==> src/rtl/rtc_pkg.sv <==
package rtc_pkg;

    typedef enum logic [1:0] {
        ST_IDLE,
        ST_CMD,
        ST_DATA,
        ST_DONE
    } rtc_state_e;

    localparam logic [7:0] CMD_STATUS  = 8'h30;
    localparam logic [7:0] CMD_CONTROL = 8'h31;
    localparam logic [7:0] CMD_CLEAR   = 8'hB1;
    localparam logic [7:0] CMD_WR_BASE = 8'h80;
    localparam int         CLEAR_BIT   = 2;

    function automatic logic [7:0] to_bcd(input logic [6:0] bin);
        return {4'(bin / 7'd10), 4'(bin % 7'd10)};
    endfunction

endpackage

==> src/rtl/rtc_serial_fsm.sv <==
module rtc_serial_fsm
    import rtc_pkg::*;
#(
    parameter int BYTE_W = 8
) (
    input  logic              clk,
    input  logic              rst_n,
    input  logic              xfer_en,
    input  logic              ser_clk,
    input  logic              ser_din,
    output logic [BYTE_W-1:0] cmd_q,
    output logic              data_edge,
    output logic [$clog2(BYTE_W)-1:0] bit_idx,
    output logic              commit,
    output logic [BYTE_W-1:0] commit_val
);
    localparam int CW = $clog2(BYTE_W);
    localparam logic [CW-1:0] LAST = CW'(BYTE_W - 1);

    rtc_state_e        state_q, state_n;
    logic [CW-1:0]     cnt_q, cnt_n;
    logic [BYTE_W-1:0] cmd_n, val_q, val_n;
    logic              clk_prev_q;
    logic              fall;

    assign fall       = xfer_en & clk_prev_q & ~ser_clk;
    assign bit_idx    = cnt_q;
    assign commit_val = {val_q[BYTE_W-2:0], ser_din};

    always_ff @(posedge clk) begin
        if (!rst_n) begin
            state_q    <= ST_IDLE;
            cnt_q      <= '0;
            cmd_q      <= '0;
            val_q      <= '0;
            clk_prev_q <= 1'b0;
        end else begin
            state_q    <= state_n;
            cnt_q      <= cnt_n;
            cmd_q      <= cmd_n;
            val_q      <= val_n;
            clk_prev_q <= ser_clk;
        end
    end

    always_comb begin
        state_n   = state_q;
        cnt_n     = cnt_q;
        cmd_n     = cmd_q;
        val_n     = val_q;
        data_edge = 1'b0;
        commit    = 1'b0;
        if (!xfer_en) begin
            state_n = ST_IDLE;
            cnt_n   = '0;
            cmd_n   = '0;
            val_n   = '0;
        end else begin
            unique case (state_q)
                ST_IDLE, ST_CMD: begin
                    state_n = ST_CMD;
                    if (fall) begin
                        cmd_n = {cmd_q[BYTE_W-2:0], ser_din};
                        cnt_n = cnt_q + 1'b1;
                        if (cnt_q == LAST) state_n = ST_DATA;
                    end
                end
                ST_DATA: begin
                    if (fall) begin
                        val_n     = commit_val;
                        data_edge = 1'b1;
                        cnt_n     = cnt_q + 1'b1;
                        if (cnt_q == LAST) begin
                            state_n = ST_DONE;
                            commit  = 1'b1;
                        end
                    end
                end
                ST_DONE: begin
                    state_n = ST_DONE;
                end
                default: state_n = ST_IDLE;
            endcase
        end
    end

endmodule

==> src/rtl/rtc_regfile.sv <==
module rtc_regfile
    import rtc_pkg::*;
#(
    parameter int                    RAM_BYTES   = 32,
    parameter logic [RAM_BYTES*8-1:0] RAM_INIT   = '0,
    parameter logic [7:0]            STATUS_INIT = 8'h90,
    parameter logic [7:0]            CTRL_INIT   = 8'h00
) (
    input  logic       clk,
    input  logic       rst_n,
    input  logic [7:0] cmd,
    input  logic       commit,
    input  logic [7:0] commit_val,
    input  logic [6:0] tm_sec,
    input  logic [6:0] tm_min,
    input  logic [6:0] tm_hour,
    input  logic [6:0] tm_mday,
    input  logic [6:0] tm_month,
    input  logic [6:0] tm_year,
    output logic [7:0] rd_byte,
    output logic       rd_ok,
    output logic       clr_q
);
    localparam int         AW    = $clog2(RAM_BYTES);
    localparam logic [7:0] RAM_N = 8'(RAM_BYTES);

    logic [7:0] ram_q [RAM_BYTES];
    logic [7:0] status_q;
    logic [7:0] wr_off;
    logic       wr_hit;
    logic       clr_hit;

    assign wr_off  = cmd - CMD_WR_BASE;
    assign wr_hit  = commit && (cmd >= CMD_WR_BASE) && (wr_off < RAM_N);
    assign clr_hit = commit && (cmd == CMD_CLEAR) && commit_val[CLEAR_BIT];

    for (genvar i = 0; i < RAM_BYTES; i++) begin : g_ram
        always_ff @(posedge clk) begin
            if (!rst_n)
                ram_q[i] <= RAM_INIT[i*8 +: 8];
            else if (wr_hit && (wr_off == 8'(i)))
                ram_q[i] <= commit_val;
        end
    end

    always_ff @(posedge clk) begin
        if (!rst_n) begin
            status_q <= STATUS_INIT;
            clr_q    <= 1'b0;
        end else begin
            clr_q <= clr_hit;
            if (clr_hit) status_q[4:3] <= 2'b00;
        end
    end

    always_comb begin
        rd_ok   = 1'b1;
        rd_byte = 8'h00;
        if (cmd < RAM_N) begin
            rd_byte = ram_q[cmd[AW-1:0]];
        end else if (cmd == CMD_STATUS) begin
            rd_byte = status_q;
        end else if (cmd == CMD_CONTROL) begin
            rd_byte = CTRL_INIT;
        end else if (cmd[7:4] == 4'h2) begin
            unique case (cmd[3:0])
                4'h0:    rd_byte = to_bcd(tm_sec);
                4'h1:    rd_byte = to_bcd(tm_min);
                4'h2:    rd_byte = to_bcd(tm_hour);
                4'h4:    rd_byte = to_bcd(tm_mday);
                4'h5:    rd_byte = to_bcd(tm_month);
                4'h6:    rd_byte = to_bcd(tm_year);
                default: rd_byte = 8'h00;
            endcase
        end else begin
            rd_ok = 1'b0;
        end
    end

endmodule

==> src/rtl/rtc_slave.sv <==
module rtc_slave
    import rtc_pkg::*;
#(
    parameter int                     RAM_BYTES   = 32,
    parameter logic [RAM_BYTES*8-1:0] RAM_INIT    = '0,
    parameter logic [7:0]             STATUS_INIT = 8'h90,
    parameter logic [7:0]             CTRL_INIT   = 8'h00
) (
    input  logic       clk,
    input  logic       rst_n,
    input  logic       xfer_en,
    input  logic       ser_clk,
    input  logic       ser_din,
    output logic       ser_dout,
    output logic       ser_doe,
    input  logic [6:0] tm_sec,
    input  logic [6:0] tm_min,
    input  logic [6:0] tm_hour,
    input  logic [6:0] tm_mday,
    input  logic [6:0] tm_month,
    input  logic [6:0] tm_year,
    output logic       flag_clr
);
    logic [7:0] cmd_q;
    logic       data_edge;
    logic [2:0] bit_idx;
    logic       commit;
    logic [7:0] commit_val;
    logic [7:0] rd_byte;
    logic       rd_ok;

    rtc_serial_fsm #(.BYTE_W(8)) u_fsm (
        .clk        (clk),
        .rst_n      (rst_n),
        .xfer_en    (xfer_en),
        .ser_clk    (ser_clk),
        .ser_din    (ser_din),
        .cmd_q      (cmd_q),
        .data_edge  (data_edge),
        .bit_idx    (bit_idx),
        .commit     (commit),
        .commit_val (commit_val)
    );

    rtc_regfile #(
        .RAM_BYTES   (RAM_BYTES),
        .RAM_INIT    (RAM_INIT),
        .STATUS_INIT (STATUS_INIT),
        .CTRL_INIT   (CTRL_INIT)
    ) u_regs (
        .clk        (clk),
        .rst_n      (rst_n),
        .cmd        (cmd_q),
        .commit     (commit),
        .commit_val (commit_val),
        .tm_sec     (tm_sec),
        .tm_min     (tm_min),
        .tm_hour    (tm_hour),
        .tm_mday    (tm_mday),
        .tm_month   (tm_month),
        .tm_year    (tm_year),
        .rd_byte    (rd_byte),
        .rd_ok      (rd_ok),
        .clr_q      (flag_clr)
    );

    // Output process: drive one read bit per value edge, most significant first.
    always_ff @(posedge clk) begin
        if (!rst_n || !xfer_en) begin
            ser_dout <= 1'b0;
            ser_doe  <= 1'b0;
        end else if (data_edge && rd_ok) begin
            ser_dout <= rd_byte[3'd7 - bit_idx];
            ser_doe  <= 1'b1;
        end
    end

endmodule

==> config.mk <==
export PLATFORM = sky130hd
export DESIGN_NAME = rtc_slave
export DESIGN_NICKNAME = d
export VERILOG_FILES = /design/src/rtl/rtc_pkg.sv /design/src/rtl/rtc_serial_fsm.sv /design/src/rtl/rtc_regfile.sv /design/src/rtl/rtc_slave.sv
export SDC_FILE = /design/constraint.sdc
export NUM_CORES = 1
export LEC_CHECK = 0
export ABC_CLOCK_PERIOD_IN_PS = 9250
export BUFFER_PORTS_ARGS = -buffer_cell sky130_fd_sc_hd__buf_2
export CORE_MARGIN = 2
export CORE_UTILIZATION = 55
export CTS_CLUSTER_SIZE = 20
export DETAILED_ROUTE_END_ITERATION = 10
export PLACE_DENSITY = 0.72
export SLEW_MARGIN = 20
export SYNTH_ARGS = -nofsm -noshare
export SYNTH_HDL_FRONTEND = slang
export SYNTH_HIERARCHICAL = 1
export SYNTH_SLANG_ARGS = --single-unit
export TNS_END_PERCENT = 100
==> constraint.sdc <==
create_clock -name clk -period 9.25 [get_ports clk]
set_input_delay 1.85 -clock clk [delete_from_list [all_inputs] [get_ports clk]]
set_output_delay 1.85 -clock clk [all_outputs]
set_load 0.02 [all_outputs]
==> After elaboration in Yosys (flattened, before gate mapping) <==
Memory sizes are Yosys's and may differ from the RTL's. A register that Yosys moved wholly into a read port is not among the register bits.
Index checks and enable logic that the tools add are counted.
{ "word_totals": {"elab_cells": 314, "reg_bits": 25, "memories": 1, "in_bits": 47, "ramBits": 256, "out_inout_bits": 3, "romBits": 0, "latch_bits": 0} }
{ "op_classes": {"bitwise_logic": 35, "n_reduce_logical": 50, "addsub": 3, "n_lt_le_gt_ge": 4, "n_eq_ne": 46, "shifts": 0, "mux": 154, "mul": 0, "div_mod_pow": 12} }
{ "memory_table": {"columns": ["name", "words", "width", "rd", "rd_ports_with_merged_regs", "write_ports", "line_no", "source"], "rows": [
  ["u_regs.ram_q", 32, 8, 1, 1, 32, "rtc_regfile.sv:27", "logic [7:0] ram_q [RAM_BYTES];"]
]} }
{ "ops": {"columns": ["op", "n"], "rows": [
  ["8-bit 2-to-1 mux", 36],
  ["8-bit by 5-bit equality test with 1-bit output, second input constant", 16],
  ["1-bit 2-to-1 mux", 109],
  ["8-bit by 4-bit equality test with 1-bit output, second input constant", 8],
  ["8-bit case mux with 6 select lines", 1],
  ["7-bit by 4-bit divider with 7-bit output, second input constant", 6],
  ["7-bit by 4-bit modulo with 7-bit output, second input constant", 6],
  ["1-bit logical AND", 37],
  ["8-bit by 3-bit equality test with 1-bit output, second input constant", 4],
  ["1-bit bitwise OR", 32],
  ["8-bit by 2-bit equality test with 1-bit output, second input constant", 2],
  ["8-bit by 6-bit equality test with 1-bit output, second input constant", 2],
  ["8-bit by 6-bit less-than comparator with 1-bit output, second input constant", 2],
  ["4-bit by 3-bit equality test with 1-bit output, second input constant", 3],
  ["5-bit 2-to-1 mux", 2],
  ["2-bit AND reduction", 5],
  ["4-bit by 2-bit equality test with 1-bit output, second input constant", 2],
  ["8-bit by 1-bit equality test with 1-bit output, second input constant", 1],
  ["8-bit equality test, second input constant", 1],
  ["8-bit greater-or-equal comparator, second input constant", 1],
  ["8-bit zero test", 1],
  ["2-bit 2-to-1 mux", 4],
  ["8-bit subtractor, second input constant", 1],
  ["2-bit case mux with 3 select lines", 1],
  ["other kinds (17)", 21]
]} }

==> Depth between registers and ports, before layout <==
{ "depth": {"depth_word": 12, "mapped_depth": 24, "depth_no_buf": 21} }

==> Cells and area by module <==
The synthesis kept the hierarchy.
{ "modules_own_cells": {"columns": ["module", "n_inst", "cells_per_inst", "area_per_inst_um2", "seq_area_each_um2"], "rows": [
  ["rtc_regfile", 1, 899, 12921.1, 7727.4],
  ["rtc_serial_fsm", 1, 91, 855.8, 420.4],
  ["rtc_slave", 1, 13, 133.9, 40.0]
]} }

==> Worst setup path before layout <==
No wires, ideal clock.
{ "synth_timing": {"kind": "input port to flip-flop", "startpoint": "in tm_mday[5]", "endpoint": "reg ser_dout", "t_required_ns": 9.159, "stages": 19, "setup_time_ns": 0.091, "arrival_ns": 5.979, "path_slack_ns": 3.180, "n_path_buf": 0, "path_cell_list": "mux2_4 -> a32o_1 -> a221oi_4 -> nor2_1 -> a21o_1 -> a221o_1 -> inv_1 -> ha_1 -> o21ai_0 -> a222oi_1 -> xnor2_1 -> ha_1 -> o21ai_0 -> and3_1 -> o21ai_0 -> a31o_1 -> mux2i_1 -> mux4_2 -> a311oi_1"} }
{ "synth_via": {"elab_chain_len": 8, "word_cells_on_any_way": 9, "classes_between": "2 x div; 7 x mux"} }
{ "synth_lines": {"columns": ["item", "line_no", "source"], "rows": [
  ["start, declared", "rtc_slave.sv:19", "input logic [6:0] tm_mday,"],
  ["7-bit by 4-bit modulo with 7-bit output", "rtc_pkg.sv:17", "return {4'(bin / 7'd10), 4'(bin % 7'd10)};"],
  ["8-bit case mux with 6 select lines", "rtc_regfile.sv:66", "unique case (cmd[3:0])"],
  ["8-bit 2-to-1 mux", "rtc_regfile.sv:65", "end else if (cmd[7:4] == 4'h2) begin"],
  ["8-bit 2-to-1 mux", "rtc_regfile.sv:63", "end else if (cmd == CMD_CONTROL) begin"],
  ["8-bit 2-to-1 mux", "rtc_regfile.sv:61", "end else if (cmd == CMD_STATUS) begin"],
  ["8-bit 2-to-1 mux", "rtc_regfile.sv:59", "if (cmd < RAM_N) begin"],
  ["via rd_byte[1]", "rtc_slave.sv:29", "logic [7:0] rd_byte;"],
  ["1-bit binary-select mux with 3-bit select", "rtc_slave.sv:73", "ser_dout <= rd_byte[3'd7 - bit_idx];"],
  ["1-bit 2-to-1 mux (not written as such)", "rtc_slave.sv:73", null],
  ["end signal, assigned", "rtc_slave.sv:73", null],
  ["end, declared", "rtc_slave.sv:14", "output logic ser_dout,"]
]} }
The timed path passes the listed nets, and every way through them passes these cells. The select of a mux whose other input is x is not followed.
A chain may end at the register's enable or synchronous reset.

==> Worst setup path in the final report <==
{ "layout_timing": {"startpoint": "reg u_fsm.cmd_q[0]", "endpoint": "reg ser_dout"} }
{ "layout_via": {"elab_chain_len": 8, "word_cells_on_any_way": 20, "classes_between": "1 x order compare; 7 x eq/ne; 10 x mux; 2 x reduce/logical"} }
{ "layout_lines": {"columns": ["item", "line_no", "source"], "rows": [
  ["start, declared", "rtc_serial_fsm.sv:11", "output logic [BYTE_W-1:0] cmd_q,"],
  ["start signal, assigned", "rtc_serial_fsm.sv:40", "cmd_q <= cmd_n;"],
  ["4-bit by 3-bit equality test with 1-bit output (tied with other cells)", "rtc_regfile.sv:66", null],
  ["8-bit case mux with 6 select lines", "rtc_regfile.sv:66", null],
  ["8-bit 2-to-1 mux", "rtc_regfile.sv:65", null],
  ["8-bit 2-to-1 mux", "rtc_regfile.sv:63", null],
  ["8-bit 2-to-1 mux", "rtc_regfile.sv:61", null],
  ["8-bit 2-to-1 mux (*)", "rtc_regfile.sv:59", null],
  ["via rd_byte[2]", "rtc_slave.sv:29", null],
  ["1-bit binary-select mux with 3-bit select (*)", "rtc_slave.sv:73", null],
  ["1-bit 2-to-1 mux (not written as such) (*)", "rtc_slave.sv:73", null]
]} }
Mark *: on every way through the listed nets, which the timed path passes. The rest lies on a longest branch. The select of a mux whose other input is x is not followed.

==> flow_summary.json <==
{
  "design.portCount": 50,
  "area_delta_synth_final_pct": 10.27,
  "drive_above_1_share": 0.2038,
  "clockRootBuffer": "clkbuf_16",
  "initial_core_util": 0.5556,
  "hold_viol_final": 0,
  "antenna_found_initial": 0,
  "critPathCaptureType": "flop",
  "final_common_cell": "and2_1",
  "synth_top_area_share": 0.5526,
  "hpwl_um": 20680,
  "grt_overflow": 0,
  "ant_nets": 0,
  "setup_viol": 0,
  "switching_power_mw": 0.5548,
  "max_slew.worst_pin.slew_ns": 1.111,
  "maxCapViolCount": 0,
  "dr.pass1.iters": 5,
  "wl_met1_um": 13740,
  "drc": 0,
  "ctsHoldBuffers": 0,
  "status": "finished, final reports clean",
  "final-seq-area_sq_um": 8198,
  "drt-wirelength-per-cell_um": 23.19,
  "seqPwrFrac": 0.546,
  "grt_pass1_wl_um": 49390,
  "dpl_cell_area_sq_um": 14470,
  "yosys.area.top_type": "edfxtp_1",
  "intPower_mw": 2.110,
  "die_area_sq_um": 26580,
  "drtIter0Drc": 979,
  "vdd_drop_max_uv": 124.9,
  "track_usage": 0.2494,
  "fin_crit_ns": 6.275,
  "max_freq_mhz": 159.4,
  "ys.flop_type": "edfxtp_1",
  "cp.arrival_ns": 6.72,
  "cts_buffers": 29,
  "maxSlewHeadroom": 0.2575,
  "cts_tree": "yes",
  "stdcell_area_sq_um": 15340,
  "slew_viol_final": 0,
  "whs_ns": 0.4578,
  "place.port_buffers": 49,
  "synth-edff-count": 256,
  "clk_latency_ns": 0.54,
  "most-common-layout-cells": "264 x and2_1, 256 x edfxtp_1, 81 x mux4_2",
  "wl_met3_um": 2276,
  "die_w_um": 163.0,
  "crit_fanout": 42,
  "die_h_um": 163.0,
  "p_comb_frac": 0.049,
  "critPathRequiredTime_ns": 9.70,
  "async_flop_share": 0,
  "multi_input_area_sq_um": 5343,
  "finClkSkew_ns": 0.007143,
  "vias_per_cell": 6.105,
  "grt_max_degree": 64,
  "startpoint_type": "flop",
  "final_core_utilization": 0.6127,
  "synth.ff_latch_count": 281,
  "syn_area_sq_um": 13910,
  "clk_pin_slew_ns": 0.06,
  "clk_path_buf_depth": 3,
  "tns_ns": 0,
  "synth_cell_types": 70,
  "syn_nets": 1055,
  "clockPowerShare": 0.405,
  "gp_congestion": 0.8756,
  "drt_wl_total_um": 32360,
  "worstHoldPathType": "reg -> reg",
  "core_area_sq_um": 25040,
  "syn_area_per_cell_sq_um": 13.87,
  "fin_crit_sh": 0.6784,
  "routed.top_layer": "met4",
  "dr_total_vias": 8516,
  "antenna_cells": 0,
  "wl_met2_um": 15740,
  "post_cts_buffers": 0,
  "fill_cells": 1815,
  "htreeDepth": 1,
  "post_cts_resized": 0,
  "clock-sinks": 281,
  "synthTopCellsByArea": "edfxtp_1 55%, mux4_2 13%, and2_1 12%",
  "synthCells": 1003,
  "critPathKind": "reg -> reg",
  "swShare": 0.2082,
  "ys_warn_count": 6,
  "p_per_area_nw_per_um2": 173.7,
  "layout.nets": 1095,
  "grt_pass1_vias": 8458,
  "ys_seq_area_frac": 0.5886,
  "rows": 58,
  "rsz0062_at_grt": "no",
  "cellLeakagePower_nw": 5.158
}
[synth_stat cells, types with 6 or more instances]
cell type and n:
nand3b_1 6, a21oi_1 12, clkbuf_1 42, buf_6 6
nor2b_1 6, buf_1 11, buf_2 6, mux4_2 81
edfxtp_1 256, nor2_1 47, buf_4 7, o21ai_0 55
inv_1 7, nand2_1 37, mux2i_1 25, nand3_1 19
dfxtp_1 25, and2_1 264
[power groups by stage]
stage | Combinational, mW | Clock, mW | Sequential (mW)
after floorplan | 0.0826 | 0 | 1.47
after detailed placement | 0.129 | 0 | 1.48
final | 0.131 | 1.08 | 1.46
after CTS | 0.129 | 1.10 | 1.46
after global routing | 0.139 | 1.14 | 1.46
after global placement | 0.126 | 0 | 1.48
[layout make-up]
class                           count  share of cell area
Clock buffer                       43             0.05139
Multi-Input combinational cell    642              0.3483
Inverter                            7            0.001713
Timing Repair Buffer               82             0.03214
Tap cell                          330             0.02692
Sequential cell                   281              0.5344
Clock inverter                     10            0.005139
[path summary, 6_finish.rpt]
path / start / to / slack, ns / cells after the start
worst max-delay path: u_fsm/cmd_q[0] / ser_dout / 2.98 / 20
worst min-delay path: u_regs/status_q[4] / u_regs/status_q[4] / 0.46 / 2
worst max register to register: u_fsm/cmd_q[0] / ser_dout / 2.98 / 20
worst min register to register: u_regs/status_q[4] / u_regs/status_q[4] / 0.46 / 2
[flip-flops by register name (all words and copies together), names as in the netlist, 2 cells and up]
signal	cells
u_fsm/bit_idx	3
u_fsm/cmd_q	8
u_fsm/state_q	2
u_fsm/val_q	7
u_regs/ram_q	256
[worst max-delay path, cell delays in order, from the launching register on]
cell	delay, ns
dfxtp_4	0.49
buf_4	0.67
nor2b_1	0.39
a22o_1	0.31
a221oi_4	0.43
nor2_1	0.13
a21o_1	0.21
a221o_1	0.39
inv_1	0.10
ha_1	0.22
o21ai_0	0.12
a222oi_1	0.72
xnor2_1	0.22
ha_1	0.27
o21ai_0	0.11
and3_1	0.22
o21ai_0	0.20
o2bb2ai_1	0.13
mux2i_1	0.08
mux4_2	0.45
a311oi_1	0.26
[routing by layer]
layer	up-vias	track usage
li1	3809	-
met1	4302	0.3444
met2	365	0.4260
met3	40	0.02996
met4	0	0.06315
met5	-	0
[cells by family after synthesis]
group,count (synthesis),synth area share
xor+xnor,2,0.001259
flops,281,0.5886
simple gates,418,0.1769
fa+ha+maj,6,0.005217
compound gates,109,0.05046
buf+inv,80,0.02734
mux,107,0.1502
[per-stage QoR]
step                cells  power (mW)  setup WS, ns
floorplan            1003       1.556         3.180
global placement     1342       1.605         2.794
detailed placement   1342       1.611         2.593
CTS                  1395       2.683         3.108
global route         1395       2.742         2.640
finish               1395       2.665         2.975
Note: power is estimated with default switching activity, not from simulation.
